===== src/rtl/itn_pkg.sv =====
package itn_pkg;
  localparam int REG_W = 64;
  localparam int RA_W  = 3;

  typedef enum logic [1:0] {
    PQ_IDLE   = 2'b00,
    PQ_OFF    = 2'b01,
    PQ_SENT   = 2'b10,
    PQ_REPEAT = 2'b11
  } pq_e;

  localparam logic [RA_W-1:0] RA_CTRL  = 3'd0;
  localparam logic [RA_W-1:0] RA_NADDR = 3'd1;
  localparam logic [RA_W-1:0] RA_IVT   = 3'd2;
  localparam logic [RA_W-1:0] RA_PAGE  = 3'd3;
  localparam logic [RA_W-1:0] RA_LEVEL = 3'd4;
  localparam logic [RA_W-1:0] RA_PQ    = 3'd5;

  // MSB-numbered bit k sits at index REG_W-1-k
  localparam int CTRL_METHOD_IX = REG_W - 1;
  localparam int CTRL_RESET_IX  = REG_W - 2;
  localparam int PAGE_64K_IX    = REG_W - 2;
  localparam int NADDR_VLD_IX   = 0;
endpackage


===== src/rtl/itn_level_track.sv =====
module itn_level_track #(
  parameter int N = 20
) (
  input  logic         clk,
  input  logic         rst,
  input  logic         lsi_mode,
  input  logic [N-1:0] irq_in,
  output logic [N-1:0] level_o,
  output logic [N-1:0] rise_o,
  output logic         err_o
);
  logic [N-1:0] level_q;
  logic         err_q;

  always_ff @(posedge clk) begin
    if (rst) begin
      level_q <= '0;
      err_q   <= 1'b0;
    end else begin
      err_q <= lsi_mode && (irq_in != level_q);
      if (!lsi_mode) level_q <= irq_in;
    end
  end

  assign rise_o  = lsi_mode ? '0 : (irq_in & ~level_q);
  assign level_o = level_q;
  assign err_o   = err_q;
endmodule


===== src/rtl/itn_pq_bank.sv =====
module itn_pq_bank
  import itn_pkg::*;
#(
  parameter int N = 20
) (
  input  logic           clk,
  input  logic           rst,
  input  logic           clr_all,
  input  logic [N-1:0]   trig,
  output logic [2*N-1:0] pq_flat,
  output logic [N-1:0]   fire_o
);
  for (genvar s = 0; s < N; s++) begin : g_src
    pq_e pq_q;
    pq_e pq_d;

    always_comb begin
      pq_d = pq_q;
      if (trig[s]) begin
        unique case (pq_q)
          PQ_IDLE:   pq_d = PQ_SENT;
          PQ_SENT:   pq_d = PQ_REPEAT;
          PQ_REPEAT: pq_d = PQ_REPEAT;
          PQ_OFF:    pq_d = PQ_OFF;
          default:   pq_d = pq_q;
        endcase
      end
    end

    always_ff @(posedge clk) begin
      if (rst || clr_all) pq_q <= PQ_IDLE;
      else                pq_q <= pq_d;
    end

    assign fire_o[s]           = trig[s] && (pq_q == PQ_IDLE);
    assign pq_flat[2*s +: 2]   = pq_q;
  end
endmodule


===== src/rtl/itn_store_arb.sv =====
module itn_store_arb #(
  parameter int N        = 20,
  parameter int AW       = 64,
  parameter int DW       = 64,
  parameter bit PQ_CHECK = 1'b1
) (
  input  logic          clk,
  input  logic          rst,
  input  logic          clr_all,
  input  logic [N-1:0]  enq,
  input  logic          enable,
  input  logic [AW-1:0] base_addr,
  input  logic [DW/2-1:0] tag,
  output logic          st_valid,
  input  logic          st_ready,
  output logic [AW-1:0] st_addr,
  output logic [DW-1:0] st_data
);
  localparam int TW = DW / 2;
  localparam int SW = (N > 1) ? $clog2(N) : 1;

  logic [N-1:0]  pend_q;
  logic [N-1:0]  gnt;
  logic [SW-1:0] gnt_ix;
  logic          load;
  logic          valid_q;
  logic [AW-1:0] addr_q;
  logic [DW-1:0] data_q;
  logic [TW-1:0] word;

  // lowest index wins
  always_comb begin
    gnt    = '0;
    gnt_ix = '0;
    for (int i = N - 1; i >= 0; i--) begin
      if (pend_q[i]) begin
        gnt    = '0;
        gnt[i] = 1'b1;
        gnt_ix = SW'(i);
      end
    end
  end

  assign load = enable && (|pend_q) && (!valid_q || st_ready);
  assign word = tag | TW'(gnt_ix);

  always_ff @(posedge clk) begin
    if (rst) begin
      pend_q  <= '0;
      valid_q <= 1'b0;
      addr_q  <= '0;
      data_q  <= '0;
    end else begin
      if (clr_all) pend_q <= '0;
      else         pend_q <= (pend_q & ~(load ? gnt : '0)) | (enable ? enq : '0);
      if (load) begin
        valid_q <= 1'b1;
        addr_q  <= base_addr;
        data_q  <= {PQ_CHECK, {(DW-TW-1){1'b0}}, word};
      end else if (st_ready) begin
        valid_q <= 1'b0;
      end
    end
  end

  assign st_valid = valid_q;
  assign st_addr  = addr_q;
  assign st_data  = data_q;
endmodule


===== src/rtl/itn_notifier.sv =====
module itn_notifier
  import itn_pkg::*;
#(
  parameter int N_SRC    = 20,
  parameter bit PQ_CHECK = 1'b1
) (
  input  logic               clk,
  input  logic               rst,
  input  logic [N_SRC-1:0]   irq_in,
  input  logic               cfg_we,
  input  logic [RA_W-1:0]    cfg_waddr,
  input  logic [REG_W-1:0]   cfg_wdata,
  input  logic [RA_W-1:0]    cfg_raddr,
  output logic [REG_W-1:0]   cfg_rdata,
  output logic               page_64k,
  output logic               lsi_err,
  output logic               st_valid,
  input  logic               st_ready,
  output logic [REG_W-1:0]   st_addr,
  output logic [REG_W-1:0]   st_data
);
  localparam int TW = REG_W / 2;

  logic [REG_W-1:0]   ctrl_q, naddr_q, ivt_q, page_q;
  logic [N_SRC-1:0]   level, rise, fire;
  logic [2*N_SRC-1:0] pq_flat;
  logic               clr_all;
  logic [REG_W-1:0]   level_word;

  assign clr_all = cfg_we && (cfg_waddr == RA_CTRL) && cfg_wdata[CTRL_RESET_IX];

  always_ff @(posedge clk) begin
    if (rst) begin
      ctrl_q  <= '0;
      naddr_q <= '0;
      ivt_q   <= '0;
      page_q  <= '0;
    end else if (cfg_we) begin
      case (cfg_waddr)
        RA_CTRL:  ctrl_q  <= cfg_wdata;
        RA_NADDR: naddr_q <= cfg_wdata;
        RA_IVT:   ivt_q   <= cfg_wdata;
        RA_PAGE:  page_q  <= cfg_wdata;
        default:  ;
      endcase
    end
  end

  itn_level_track #(.N(N_SRC)) u_lvl (
    .clk      (clk),
    .rst      (rst),
    .lsi_mode (ctrl_q[CTRL_METHOD_IX]),
    .irq_in   (irq_in),
    .level_o  (level),
    .rise_o   (rise),
    .err_o    (lsi_err)
  );

  itn_pq_bank #(.N(N_SRC)) u_pq (
    .clk     (clk),
    .rst     (rst),
    .clr_all (clr_all),
    .trig    (rise),
    .pq_flat (pq_flat),
    .fire_o  (fire)
  );

  itn_store_arb #(.N(N_SRC), .AW(REG_W), .DW(REG_W), .PQ_CHECK(PQ_CHECK)) u_arb (
    .clk       (clk),
    .rst       (rst),
    .clr_all   (clr_all),
    .enq       (fire),
    .enable    (naddr_q[NADDR_VLD_IX]),
    .base_addr (naddr_q & ~(REG_W'(1) << NADDR_VLD_IX)),
    .tag       (ivt_q[REG_W-1 -: TW]),
    .st_valid  (st_valid),
    .st_ready  (st_ready),
    .st_addr   (st_addr),
    .st_data   (st_data)
  );

  always_comb begin
    level_word = '0;
    for (int n = 0; n < N_SRC; n++) level_word[REG_W-1-n] = level[n];
  end

  always_comb begin
    case (cfg_raddr)
      RA_CTRL:  cfg_rdata = ctrl_q;
      RA_NADDR: cfg_rdata = naddr_q;
      RA_IVT:   cfg_rdata = ivt_q;
      RA_PAGE:  cfg_rdata = page_q;
      RA_LEVEL: cfg_rdata = level_word;
      RA_PQ:    cfg_rdata = REG_W'(pq_flat);
      default:  cfg_rdata = '0;
    endcase
  end

  assign page_64k = page_q[PAGE_64K_IX];
endmodule


===== config.mk =====
export PLATFORM = sky130hd
export DESIGN_NAME = itn_notifier
export DESIGN_NICKNAME = d
export VERILOG_FILES = /design/src/rtl/itn_pkg.sv /design/src/rtl/itn_level_track.sv /design/src/rtl/itn_pq_bank.sv /design/src/rtl/itn_store_arb.sv /design/src/rtl/itn_notifier.sv
export SDC_FILE = /design/constraint.sdc
export NUM_CORES = 1
export LEC_CHECK = 0
export ABC_AREA = 1
export BUFFER_PORTS_ARGS = -buffer_cell sky130_fd_sc_hd__buf_2
export CORE_ASPECT_RATIO = 1.75
export CORE_MARGIN = 3
export CORE_UTILIZATION = 45
export DETAILED_ROUTE_END_ITERATION = 16
export PLACE_DENSITY_LB_ADDON = 0.15
export SLEW_MARGIN = 20
export SYNTH_ARGS = -nofsm -noshare
export SYNTH_HDL_FRONTEND = slang
export SYNTH_HIERARCHICAL = 1
export SYNTH_SLANG_ARGS = --single-unit

===== constraint.sdc =====
create_clock -name clk -period 2 [get_ports clk]
set_input_delay 0.4 -clock clk [delete_from_list [all_inputs] [get_ports clk]]
set_output_delay 0.4 -clock clk [all_outputs]
set_load 0.02 [all_outputs]

# --- After elaboration in Yosys (flattened, before gate mapping) ---
# Index checks and enable logic that the tools add are counted.
totals:
  out_inout_bits: 195
  regBits: 434
op_classes:
  n_reduce_logical: 77
  bitwise: 6
  n_mux: 66
  eq_ne: 69
op_table:
  columns: ["cell", "count"]
  rows:
  - ["$mux W20", 23]
  - ["$pmux W64 S6", 1]
  - ["$pmux W2 S3", 20]
  - ["$mux W5", 20]
  - ["$eq A2 B2 Y1 const B", 40]
  - ["$reduce_or A2 Y1", 21]
  - ["$and A20 B20 Y20", 2]
  - ["$eq A2 B1 Y1 const B", 20]
  - ["$logic_not A2 Y1", 20]
  - ["$not A20 Y20", 2]
  - ["$or A32 B5 Y32", 1]
  - ["$logic_and A1 B1 Y1", 25]
  - ["$ne A20 B20 Y1", 1]
  - ["$or A20 B20 Y20", 1]
  - ["$reduce_or A20 Y1", 1]
  - ["$eq A3 B2 Y1 const B", 4]
  - ["$reduce_and A2 Y1", 4]
  - ["$eq A3 B1 Y1 const B", 2]
  - ["$eq A3 B3 Y1 const B", 2]
  - ["$logic_not A3 Y1", 2]
  - ["$logic_or A1 B1 Y1", 2]
  - ["$mux W1", 2]
  - ["$reduce_bool A2 Y1", 1]
  - ["$logic_not A1 Y1", 1]

# --- Depth between registers and ports, before layout ---
# Gate-level depths: netlist (run 1).
depth:
  word_depth: 24
  ltp_mapped: 15
  ltp_nobuf: 15

# --- By module ---
# Netlist (run 1), hierarchy kept.
by_module_without_submodules:
  columns: ["mod", "area_per_inst_um2", "cells_each", "n_inst"]
  rows:
  - ["itn_notifier", 13336.5, 2121, 1]
  - ["itn_store_arb", 4875.9, 617, 1]
  - ["itn_pq_bank", 1564.0, 228, 1]
  - ["itn_level_track", 1413.9, 171, 1]

# --- Worst setup path before layout (run 1) ---
# Ideal clock, no wire load.
synth_path:
  path_type: "in2out"
  startpoint: "input port cfg_raddr[1]"
  endpoint: "output port cfg_rdata[48]"
  required_time_ns: 1.600
  arrival_time_ns: 1.339
  slack_ns: 0.261
  path_buffers: 3
  stages: 8
  cell_sequence: "buf_2 -> nor2_1 -> buf_4 -> buf_4 -> nand3_1 -> o21ai_0 -> inv_1 -> nand2_1"
synth_via:
  elab_chain_cells: 2
  elab_cells_between_ends: 7
  cone_classes: "5 x eq/ne; 1 x mux; 1 x reduce/logical"
synth_rtl:
  columns: ["element", "line_no", "source"]
  rows:
  - ["from (decl)", "itn_notifier.sv:13", "input logic [RA_W-1:0] cfg_raddr,"]
  - ["$eq A3 B3 Y1, or another cell as far along", "itn_notifier.sv:88", "case (cfg_raddr)"]
  - ["$pmux W64 S6 *", "itn_notifier.sv:88", null]
  - ["to (decl)", "itn_notifier.sv:14", "output logic [REG_W-1:0] cfg_rdata,"]
# Mark *: on every way between the ends. The rest lies on a longest branch, timed or not.

# --- Worst setup path in the final report (run 1) ---
layout_path:
  startpoint: "input port cfg_raddr[2]"
  endpoint: "output port cfg_rdata[46]"
# The elaborated chain is that of the path after synthesis.

==> results.sh, run 1 <==
export IMPL_outcome="finished, final reports clean"
export IMPL_finalSetupViolCount=0
export IMPL_die_w_um=170
export IMPL_synth_fa_ha_area_share_pct=1.18
export IMPL_cp_end_kind="output port"
export IMPL_ys_ff_latch=435
export IMPL_grt_use_met3_pct=4.02
export IMPL_clk_pin_slew_ns=0.06
export IMPL_synth_warnings=6
export IMPL_path_class="in -> out"
export IMPL_grt_pass1_wl_mm=116
export IMPL_power_density_nw_per_um2=792
export IMPL_synth_area_sq_um=21200
export IMPL_root_buffer="clkbuf_16"
export IMPL_clock_power_share_pct=41.2
export IMPL_place_ws_ns=-0.126
export IMPL_dp_hpwl_mm=52.1
export IMPL_ys_seq_area_share_pct=41.1
export IMPL_r2r_cells=8
export IMPL_drt_iter0_markers=1952
export IMPL_htreeDepth=2
export IMPL_r2r_start="u_arb/pend_q[16]$_SDFF_PP0_"
export IMPL_grt_max_degree=65
export IMPL_hold_path_class="in -> reg"
export IMPL_total_power_mw=19.5
export IMPL_critPathMaxFanout=9
export IMPL_die_h_um=293
export IMPL_wl_mm=78.0
export IMPL_met2_usage_pct=51.5
export IMPL_setup_tns_ns=0
export IMPL_nets=3429
export IMPL_ys_types=38
export IMPL_worstMarginPinSlew_ns=1.02
export IMPL_core_area_sq_um=46300
export IMPL_numCtsBuffers=43
export IMPL_relSlewSlack_pct=31.9
export IMPL_final_cell_mix="nand2_1, nor2_1, dfxtp_1"
export IMPL_synth_top_cell_area_share_pct=41.1
export IMPL_clock_path_buffers=3
export IMPL_synth_xor_area_share_pct=0
export IMPL_synth_compound_area_share_pct=8.63
export IMPL_io_pins=289
export IMPL_synth_largest_area_cell="dfxtp_1"
export IMPL_grt_overflow=0
export IMPL_cp_start_kind="input pin"
export IMPL_setup_slack_ns=0.0354
export IMPL_cts_tree="built"
export IMPL_hold_path_depth=3
export IMPL_min_from="cfg_wdata[11]"
export IMPL_busiest_layer="met2"
export IMPL_vias=21500
export IMPL_layout_drive_gt1_share_pct=16.3
export IMPL_max_freq_mhz=509
export IMPL_synth_simple_area_share_pct=35.8
export IMPL_initial_core_util_pct=45.7
export IMPL_synth_top_family_by_area="simple AND/OR/NAND/NOR gates"
export IMPL_cp_startpoint="cfg_raddr[2]"
export IMPL_grtUsageTotal_pct=29.9
export IMPL_period_share_pct=98.2
export IMPL_ir_drop_v=0.000584
export IMPL_utilization_pct=53.1
export IMPL_antenna_found_initial=4
export IMPL_dieArea_sq_um=49800
export IMPL_hold_buffers=0
export IMPL_p_switching_mw=5.36
export IMPL_vias_per_cell=5.48
export IMPL_grtUsageMet1_pct=35.5
export IMPL_swShare_pct=27.5
export IMPL_clock_sinks=435
export IMPL_grt_pass1_vias=20400
export IMPL_finalHoldViolCount=0
export IMPL_portBuffers=257
export IMPL_avgSynthCellArea_sq_um=6.75
export IMPL_num_rows=104
export IMPL_p_leak_nw=11.4
export IMPL_area_delta_synth_final_pct=16.1
export IMPL_place_congestion=0.899
export IMPL_syn_inst=3137
export IMPL_sequentialPowerShare_pct=46.8
export IMPL_clock_skew_final_ns=0.0266
export IMPL_clock_latency_ns=0.57
export IMPL_min_period_ns=1.96
export IMPL_whs_ns=0.0967
export IMPL_first_pass_iters=6
export IMPL_slew_violations=0
export IMPL_cp_required_ns=1.60
export IMPL_muxShareOfSynthArea_pct=0.0472
export IMPL_final_common_cell="nand2_1"
export IMPL_arrival_ns=1.56
export IMPL_drv_cap=0
export IMPL_drc=0
export IMPL_p_int_mw=14.1
export IMPL_ant_nets=0
export IMPL_wire_per_inst_um=19.9
export IMPL_rsz0062_at_grt="yes"
export IMPL_comb_power_share_pct=12.0
export IMPL_synth_area_leaders="dfxtp_1, nand2_1, nor2_1"
==> Yosys cell counts (all sizes together) <==
| library cell | number |
|---|---|
| nand3 | 85 |
| nand3b | 1 |
| o21ai | 46 |
| mux2i | 1 |
| a21oi | 268 |
| a31oi | 2 |
| inv | 334 |
| a21boi | 1 |
| nor2 | 623 |
| o21a | 1 |
| nor3 | 1 |
| ha | 20 |
| conb | 2 |
| clkbuf | 58 |
| or2 | 3 |
| o31ai | 1 |
| nand2 | 781 |
| dfxtp | 435 |
| buf | 201 |
| nand4 | 273 |
==> cells by family after synthesis <==
| family | Yosys count |
|---|---|
| AOI/OAI and AO/OA | 319 |
| adders and majority gates | 20 |
| buffers and inverters | 593 |
| DFF | 435 |
| muxes | 1 |
| other | 2 |
| and+or+nand+nor | 1767 |
==> flip-flops by register name (all words and copies together), names as in the netlist <==
register	flops
u_lvl/err_o	1
u_arb/st_addr	64
ivt_q	64
u_arb/pend_q	20
u_pq/g_src.pq_q	40
u_arb/st_data	33
ctrl_q	64
naddr_q	64
u_lvl/level_o	20
u_arb/st_valid	1
page_q	64
==> stage by stage <==
stage,std cells,instance area (sq um)
finish,3926,24600
global route,3925,24600
CTS,3918,24400
detailed placement,3845,23000
global placement,3845,23000
floorplan,3167,21300
==> path summary, 6_finish.rpt <==
path | slack (ns) | end
worst min-delay path | 0.1 | page_q[11]$_SDFFE_PP0P_
worst min register to register | 0.46 | u_arb/st_addr[59]$_SDFFE_PP0P_
worst max-delay path | 0.04 | cfg_rdata[46]
worst max register to register | 0.11 | u_arb/st_addr[59]$_SDFFE_PP0P_
==> routing by layer <==
metal | vias to the layer above | wire (um)
li1 | 10200 | -
met1 | 9979 | 29400
met2 | 1050 | 37800
met3 | 250 | 5800
met4 | 2 | 4940
met5 | - | 13
==> what timing repair did <==
action | CTS | global route
setup endpoints to repair | 9 | 62
gates resized for setup | 5 | 46
gates cloned | 0 | 4
buffers inserted | 2 | 2
pin swaps | 0 | 2
==> power by group through the flow <==
stage | logic, mW | registers, mW | clock network [mW]
final | 2.34 | 9.12 | 8.03
after global placement | 2.21 | 9.30 | 0
after global routing | 2.53 | 9.14 | 8.48
after floorplan | 1.45 | 9.24 | 0
after detailed placement | 2.24 | 9.31 | 0
after CTS | 2.26 | 9.11 | 8.15
==> final cells by class <==
| cell class | count | area (sq um) |
|---|---|---|
| fillers | 4672 | 21700 |
| multi-input cells | 2139 | 9880 |
| flip-flops and latches | 435 | 8720 |
| repair buffers | 362 | 2690 |
| inverters | 334 | 1260 |
| clock buffers | 64 | 1230 |
| well taps | 583 | 729 |
| clock inverters | 7 | 88.8 |
| diodes | 2 | 5.00 |
==> critical path, stage by stage <==
cell and delay [ns]:
clkbuf_4 0.16, inv_4 0.11, nand3_1 0.13, inv_2 0.13
buf_12 0.16, buf_4 0.14, a21oi_1 0.06, nand2_1 0.09
buf_2 0.17
(Power assumes the default switching activity.)
==> inputs of run 2 (changes only) <==
--- a/config.mk
+++ b/config.mk
@@ -7,6 +7,7 @@
 export LEC_CHECK = 0
 export ABC_AREA = 1
 export BUFFER_PORTS_ARGS = -buffer_cell sky130_fd_sc_hd__buf_2
+export CAP_MARGIN = 30
 export CORE_ASPECT_RATIO = 1.75
 export CORE_MARGIN = 3
 export CORE_UTILIZATION = 45
@@ -15,5 +16,4 @@
 export SLEW_MARGIN = 20
 export SYNTH_ARGS = -nofsm -noshare
 export SYNTH_HDL_FRONTEND = slang
-export SYNTH_HIERARCHICAL = 1
 export SYNTH_SLANG_ARGS = --single-unit
==> run 2 against run 1 <==
  * The flow now finishes with violations (setup timing)
  * Setup slack lost 0.13 ns
  * Fmax is 6.2% lower
  * Critical path depth increased by 1
  * Clock power grew 7.0%
  * Sequential share of layout area grew 2.6 points
  * First-iteration DRC count fell by 48%
  * Global-route usage decreased by 4.4 points
  * Via count decreased by 23%
  * Area after synthesis decreased by 17%
  * Synthesized cell count decreased by 27%
  * Utilization increased by 7.1 points
  * Power up 1.5%
  * Critical path type unchanged
==> results.sh, run 2 <==
export IMPL_outcome="finished, violations left"
export IMPL_violations="setup timing"
export IMPL_synth_area_sq_um=17500
export IMPL_drc=0
export IMPL_area_delta_synth_final_pct=30.8
export IMPL_p_leak_nw=9.54
export IMPL_ir_drop_v=0.000738
export IMPL_synth_top_flop_cell="dfxtp_1"
export IMPL_ys_seq_area_share_pct=49.7
export IMPL_slew_violations=0
export IMPL_cts_tree="built"
export IMPL_cp_buffers_inverters=5
export IMPL_whs_ns=0.125
export IMPL_setup_slack_ns=-0.0942
export IMPL_clock_path_buffers=3
export IMPL_total_power_mw=19.8
export IMPL_arrival_ns=1.69
export IMPL_ys_types=39
export IMPL_grt_max_degree=77
export IMPL_nets=2636
export IMPL_clock_skew_final_ns=0.0199
export IMPL_synth_edf_count=0
export IMPL_initial_core_util_pct=46.0
export IMPL_die_w_um=155
export IMPL_slowest_stage="buf_12"
export IMPL_root_buffer="clkbuf_16"
export IMPL_synth_common_cells="dfxtp_1, o21ai_0, a21oi_1"
export IMPL_dp_hpwl_mm=36.7
export IMPL_async_reset_ff_share_pct=0
export IMPL_crit_chain="buf_8 -> buf_6 -> nor2_4 -> nand2_8 -> buf_12 -> buf_12 -> o22ai_4 -> a21oi_2 -> nand2_2 -> buf_6"
export IMPL_antenna_found_initial=8
export IMPL_avgSynthCellArea_sq_um=7.68
export IMPL_path_class="in -> out"
export IMPL_rsz0062_at_grt="yes"
export IMPL_synth_top_cell_area_share_pct=49.7
export IMPL_critPathMaxFanout=8
export IMPL_htreeDepth=2
export IMPL_clk_pin_slew_ns=0.06
export IMPL_slowest_delay_ns=0.19
export IMPL_path_delay_family="buffers and inverters"
export IMPL_portBuffers=256
export IMPL_synth_warnings=0
export IMPL_ys_ff_latch=434
export IMPL_min_period_ns=2.09
export IMPL_clock_latency_ns=0.55
export IMPL_drt_iter0_markers=1010
export IMPL_grt_pass1_wl_mm=85.0
export IMPL_first_pass_iters=5
export IMPL_grtUsageTotal_pct=25.5
export IMPL_vias=16500
export IMPL_grt_pass1_vias=15700
export IMPL_die_h_um=267
export IMPL_clock_sinks=434
export IMPL_cp_required_ns=1.60
export IMPL_hold_path_class="in -> reg"
export IMPL_drv_cap=0
export IMPL_max_freq_mhz=478
export IMPL_finalHoldViolCount=0
export IMPL_layout_drive_gt1_share_pct=23.7
export IMPL_num_rows=94
export IMPL_wl_mm=57.4
export IMPL_cp_start_kind="input pin"
export IMPL_wire_per_inst_um=18.9
export IMPL_vias_per_cell=5.42
export IMPL_period_share_pct=105
export IMPL_final_cell_mix="dfxtp_1, a21oi_1, o21ai_0"
export IMPL_place_congestion=0.830
export IMPL_yosysMostFrequentCell="dfxtp_1"
export IMPL_finalSetupViolCount=44
export IMPL_io_pins=289
export IMPL_cp_end_kind="output port"
export IMPL_syn_inst=2276
export IMPL_ant_nets=0
export IMPL_dieArea_sq_um=41400
export IMPL_final_common_cell="dfxtp_1"
export IMPL_synth_area_leaders="dfxtp_1, o21ai_0, a21oi_1"
export IMPL_core_area_sq_um=38000
export IMPL_numCtsBuffers=42
export IMPL_synth_largest_area_cell="dfxtp_1"
export IMPL_power_density_nw_per_um2=864
export IMPL_grt_overflow=0
-- run 2: cell count changes after synthesis, sizes merged, moves of 25 or more --
cell	before	now
o22ai	0	32
nand4	273	5
inv	334	240
nand2	781	175
a21oi	268	339
o21ai	46	390
buf	201	54
clkbuf	58	138
nor2	623	302
a22oi	0	25
a221oi	0	27
nand3	85	45
-- run 2: worst paths after layout --
check,start,to,slack (ns),cells past startpoint
worst max-delay path,cfg_raddr[1],cfg_rdata[12],-0.09,10
worst min-delay path,cfg_wdata[49],page_q[49]$_SDFFE_PP0P_,0.13,3
worst max register to register,u_arb.pend_q[9]$_SDFF_PP0_,u_arb.st_addr[3]$_SDFFE_PP0P_,0.12,10
worst min register to register,ctrl_q[5]$_SDFFE_PP0P_,ctrl_q[5]$_SDFFE_PP0P_,0.45,2
-- run 2: kinds of logic after synthesis --
group           share of synthesized area, %
fa+ha+maj                               1.43
mux                                   0.0572
other cells                           0.0214
flops                                   49.7
buf+inv                                 10.6
compound gates                          25.8
simple gates                            12.5
-- run 2: cell type report --
type	count	area, sq um
sequential	434	8690
timing repair buffer	363	3120
clock inverter	11	186
multi-input combinational	1440	8020
antenna	6	15.0
clock buffer	64	1310
tap	480	601
inverter	241	942
fill	3404	15100
-- run 2: where the power goes --
part           leakage (nW)  switching (mW)  internal [mW]  total, mW
Sequential             3.53           0.199           8.96       9.16
Combinational          5.28            1.29          0.737       2.02
Clock                 0.734            3.43           5.16       8.59
Total                  9.54            4.91           14.9       19.8
-- run 2: per-layer routing --
layer	global-route usage, %	routed length (um)
met1	30.2	22300
met2	45.3	29500
met3	4.35	3280
met4	10.6	2250
met5	0	21
-- run 2: timing repair --
action / in CTS / in global routing
hold endpoints to repair: 0 / 0
gates cloned: 5 / 7
hold buffers: 0 / 0
setup endpoints to repair: 64 / 143
pin swaps: 12 / 23
setup buffers: 7 / 12
gates resized for setup: 130 / 252
-- run 2: worst reg2reg max path, stage by stage (launching register included) --
cell	delay [ns]
dfxtp_1	0.34
or2_4	0.28
nor2_1	0.12
nand2_1	0.09
nor2_2	0.15
nand2_2	0.08
nand3_4	0.11
inv_4	0.12
buf_16	0.21
o21ai_0	0.21
a21oi_1	0.07
-- run 2: stage by stage --
step	setup TNS [ns]	area [sq um]	util, %	cells	setup WS, ns
2_1_floorplan	0	17600	-	2307	0.102
3_3_place_gp	-8.17	19600	51.6	2930	-0.211
3_5_place_dp	-8.89	19600	51.6	2930	-0.207
4_1_cts	-1.16	21700	57.2	3017	-0.0767
5_1_grt	-3.85	22900	60.2	3038	-0.140
6_report	-1.52	22900	60.2	3039	-0.0942
==> inputs of run 3 (changes only) <==
--- a/config.mk
+++ b/config.mk
@@ -6,11 +6,12 @@
 export NUM_CORES = 1
 export LEC_CHECK = 0
 export ABC_AREA = 1
-export BUFFER_PORTS_ARGS = -buffer_cell sky130_fd_sc_hd__buf_2
+export BUFFER_PORTS_ARGS = -buffer_cell sky130_fd_sc_hd__buf_4
 export CAP_MARGIN = 30
 export CORE_ASPECT_RATIO = 1.75
 export CORE_MARGIN = 3
 export CORE_UTILIZATION = 45
+export CTS_BUF_LIST = sky130_fd_sc_hd__clkbuf_4
 export DETAILED_ROUTE_END_ITERATION = 16
 export PLACE_DENSITY_LB_ADDON = 0.15
 export SLEW_MARGIN = 20
==> run 3 against run 2 <==
  * Largest power group unchanged
  * The run still ends with setup timing left
  * Wire length rose by 5.1%
  * Worst hold slack got worse by 0.055 ns
  * Die area did not move
==> results.sh, run 3 (synthesis gave the netlist of run 2 again) <==
export IMPL_multiInputGateArea_sq_um=7910
export IMPL_p_int_mw=13.2
export IMPL_dieArea_sq_um=41400
export IMPL_nets=2934
export IMPL_cp_end_kind="output port"
export IMPL_clock_latency_ns=0.81
export IMPL_die_w_um=155
export IMPL_initial_core_util_pct=46.0
export IMPL_numCtsBuffers=103
export IMPL_htreeDepth=3
export IMPL_drt_iter0_markers=1071
export IMPL_path_class="in -> out"
export IMPL_final_cell_mix="buf_4, dfxtp_1, o21ai_0"
export IMPL_io_pins=289
export IMPL_dp_hpwl_mm=36.4
export IMPL_vias_per_cell=5.32
export IMPL_crit_path_end="cfg_rdata[60]"
export IMPL_dp_cells=2932
export IMPL_p_leak_nw=10.5
export IMPL_drc=0
export IMPL_max_freq_mhz=450
export IMPL_place_congestion=0.829
export IMPL_outcome="finished, violations left"
export IMPL_grt_pass1_vias=17400
export IMPL_violations="setup timing"
export IMPL_sequentialPowerShare_pct=50.4
export IMPL_ant_nets=0
export IMPL_r2r_start="ctrl_q[20]$_SDFFE_PP0P_"
export IMPL_clock_skew_final_ns=0.0588
export IMPL_worstMarginPinSlew_ns=0.509
export IMPL_ir_drop_v=0.000575
export IMPL_power_density_nw_per_um2=731
export IMPL_p_switching_mw=4.99
export IMPL_cp_start_kind="input pin"
export IMPL_clock_power_share_pct=36.6
export IMPL_core_area_sq_um=38000
export IMPL_root_buffer="clkbuf_4"
export IMPL_area_delta_synth_final_pct=42.4
export IMPL_clk_pin_slew_ns=0.06
export IMPL_slowest_stage="a221oi_2"
export IMPL_fillers=3206
export IMPL_r2r_slack_ns=0.05
export IMPL_period_share_pct=111
export IMPL_cp_required_ns=1.60
export IMPL_clock_sinks=434
export IMPL_relSlewSlack_pct=65.9
export IMPL_grtUsageTotal_pct=27.2
export IMPL_die_h_um=267
export IMPL_comb_power_share_pct=13.0
export IMPL_regArea_sq_um=8820
export IMPL_grt_pass1_wl_mm=90.7
export IMPL_grt_max_degree=77
export IMPL_drv_cap=0
export IMPL_crit_chain="buf_8 -> clkinvlp_4 -> nor3_4 -> buf_4 -> buf_6 -> clkbuf_16 -> a221oi_2 -> o221ai_1 -> buf_4"
export IMPL_min_period_ns=2.22
export IMPL_r2r_cells=14
export IMPL_swShare_pct=27.4
export IMPL_first_pass_iters=5
export IMPL_finalHoldViolCount=0
export IMPL_clock_path_buffers=3
export IMPL_place_ws_ns=-0.331
export IMPL_critPathMaxFanout=8
export IMPL_final_cells=3360
export IMPL_slew_violations=0
export IMPL_total_power_mw=18.2
export IMPL_final_common_cell="buf_4"
export IMPL_rsz0062_at_grt="yes"
export IMPL_grt_overflow=0
export IMPL_cts_tree="built"
export IMPL_critPathMostFrequentCell="buf_4"
export IMPL_vias=17900
export IMPL_num_rows=94
export IMPL_finalSetupViolCount=58
export IMPL_r2r_end="ctrl_q[20]$_SDFFE_PP0P_"
export IMPL_worst_path_stages=9
export IMPL_hold_path_class="in -> reg"
export IMPL_layout_drive_gt1_share_pct=35.9
export IMPL_cp_startpoint="cfg_raddr[1]"
export IMPL_wire_per_inst_um=17.9
export IMPL_path_delay_family="buffers and inverters"
export IMPL_wl_mm=60.3
export IMPL_arrival_ns=1.82
export IMPL_setup_tns_ns=-4.63
export IMPL_setup_slack_ns=-0.222
export IMPL_portBuffers=256
export IMPL_slowest_delay_ns=0.31
export IMPL_cp_buffers_inverters=6
export IMPL_antenna_found_initial=2
[run 3: per-stage QoR]
stage | instance area [sq um] | util (%) | hold slack, ns
after global routing | 24900 | 65.5 | 0.0422
after global placement | 20300 | 53.4 | 0.431
after CTS | 24000 | 63.1 | 0.00509
final | 24900 | 65.5 | 0.0704
after detailed placement | 20300 | 53.4 | 0.438
after floorplan | 17600 | - | 0.425
[run 3: worst min-delay path, cell delays in order]
cell     delay [ns]
buf_4          0.12
inv_8          0.12
o21ai_0        0.12
nor2_1         0.04
[run 3: per-layer routing]
layer  vias to the layer above  track usage, %  wire length, um
li1                       8698               -                -
met1                      8434            31.4            23600
met2                       602            48.8            31100
met3                       129            5.09             3400
met4                         0            11.6             2220
met5                         -               0                0
[run 3: worst min path at each step]
stage	start	endpoint	slack, ns	cells past startpoint
floorplan	ctrl_q[10]$_SDFFE_PP0P_	ctrl_q[10]$_SDFFE_PP0P_	0.42	2
finish	rst	ivt_q[53]$_SDFFE_PP0P_	0.07	4
CTS	rst	ivt_q[53]$_SDFFE_PP0P_	0.005	4
global placement	ctrl_q[7]$_SDFFE_PP0P_	ctrl_q[7]$_SDFFE_PP0P_	0.43	2
detailed placement	ctrl_q[7]$_SDFFE_PP0P_	ctrl_q[7]$_SDFFE_PP0P_	0.44	2
global route	rst	ivt_q[53]$_SDFFE_PP0P_	0.04	4
[run 3: area by class of cell]
type,count,area share (%)
timing repair buffer,600,22.1
clock buffer,141,4.25
inverter,241,3.73
clock inverter,22,0.337
multi-input combinational,1440,31.8
sequential,434,35.4
antenna,2,0.0201
tap,480,2.41
[run 3: what timing repair did]
item                                    in CTS  in global routing
pin swaps                                   85                 54
resized for setup                          275                210
buffers inserted                           140                 43
endpoints found under the setup margin      68                114
hold endpoints to repair                   277                  0
gates cloned                                 3                  5
hold buffers                                85                  0
[run 3: power groups by stage]
stage                     clock network, mW  logic [mW]  registers, mW
after floorplan                           0        1.02           9.31
after global placement                    0        1.78           9.32
after detailed placement                  0        1.81           9.32
after CTS                              6.81        2.20           9.15
after global routing                   7.26        2.57           9.20
final                                  6.66        2.37           9.17
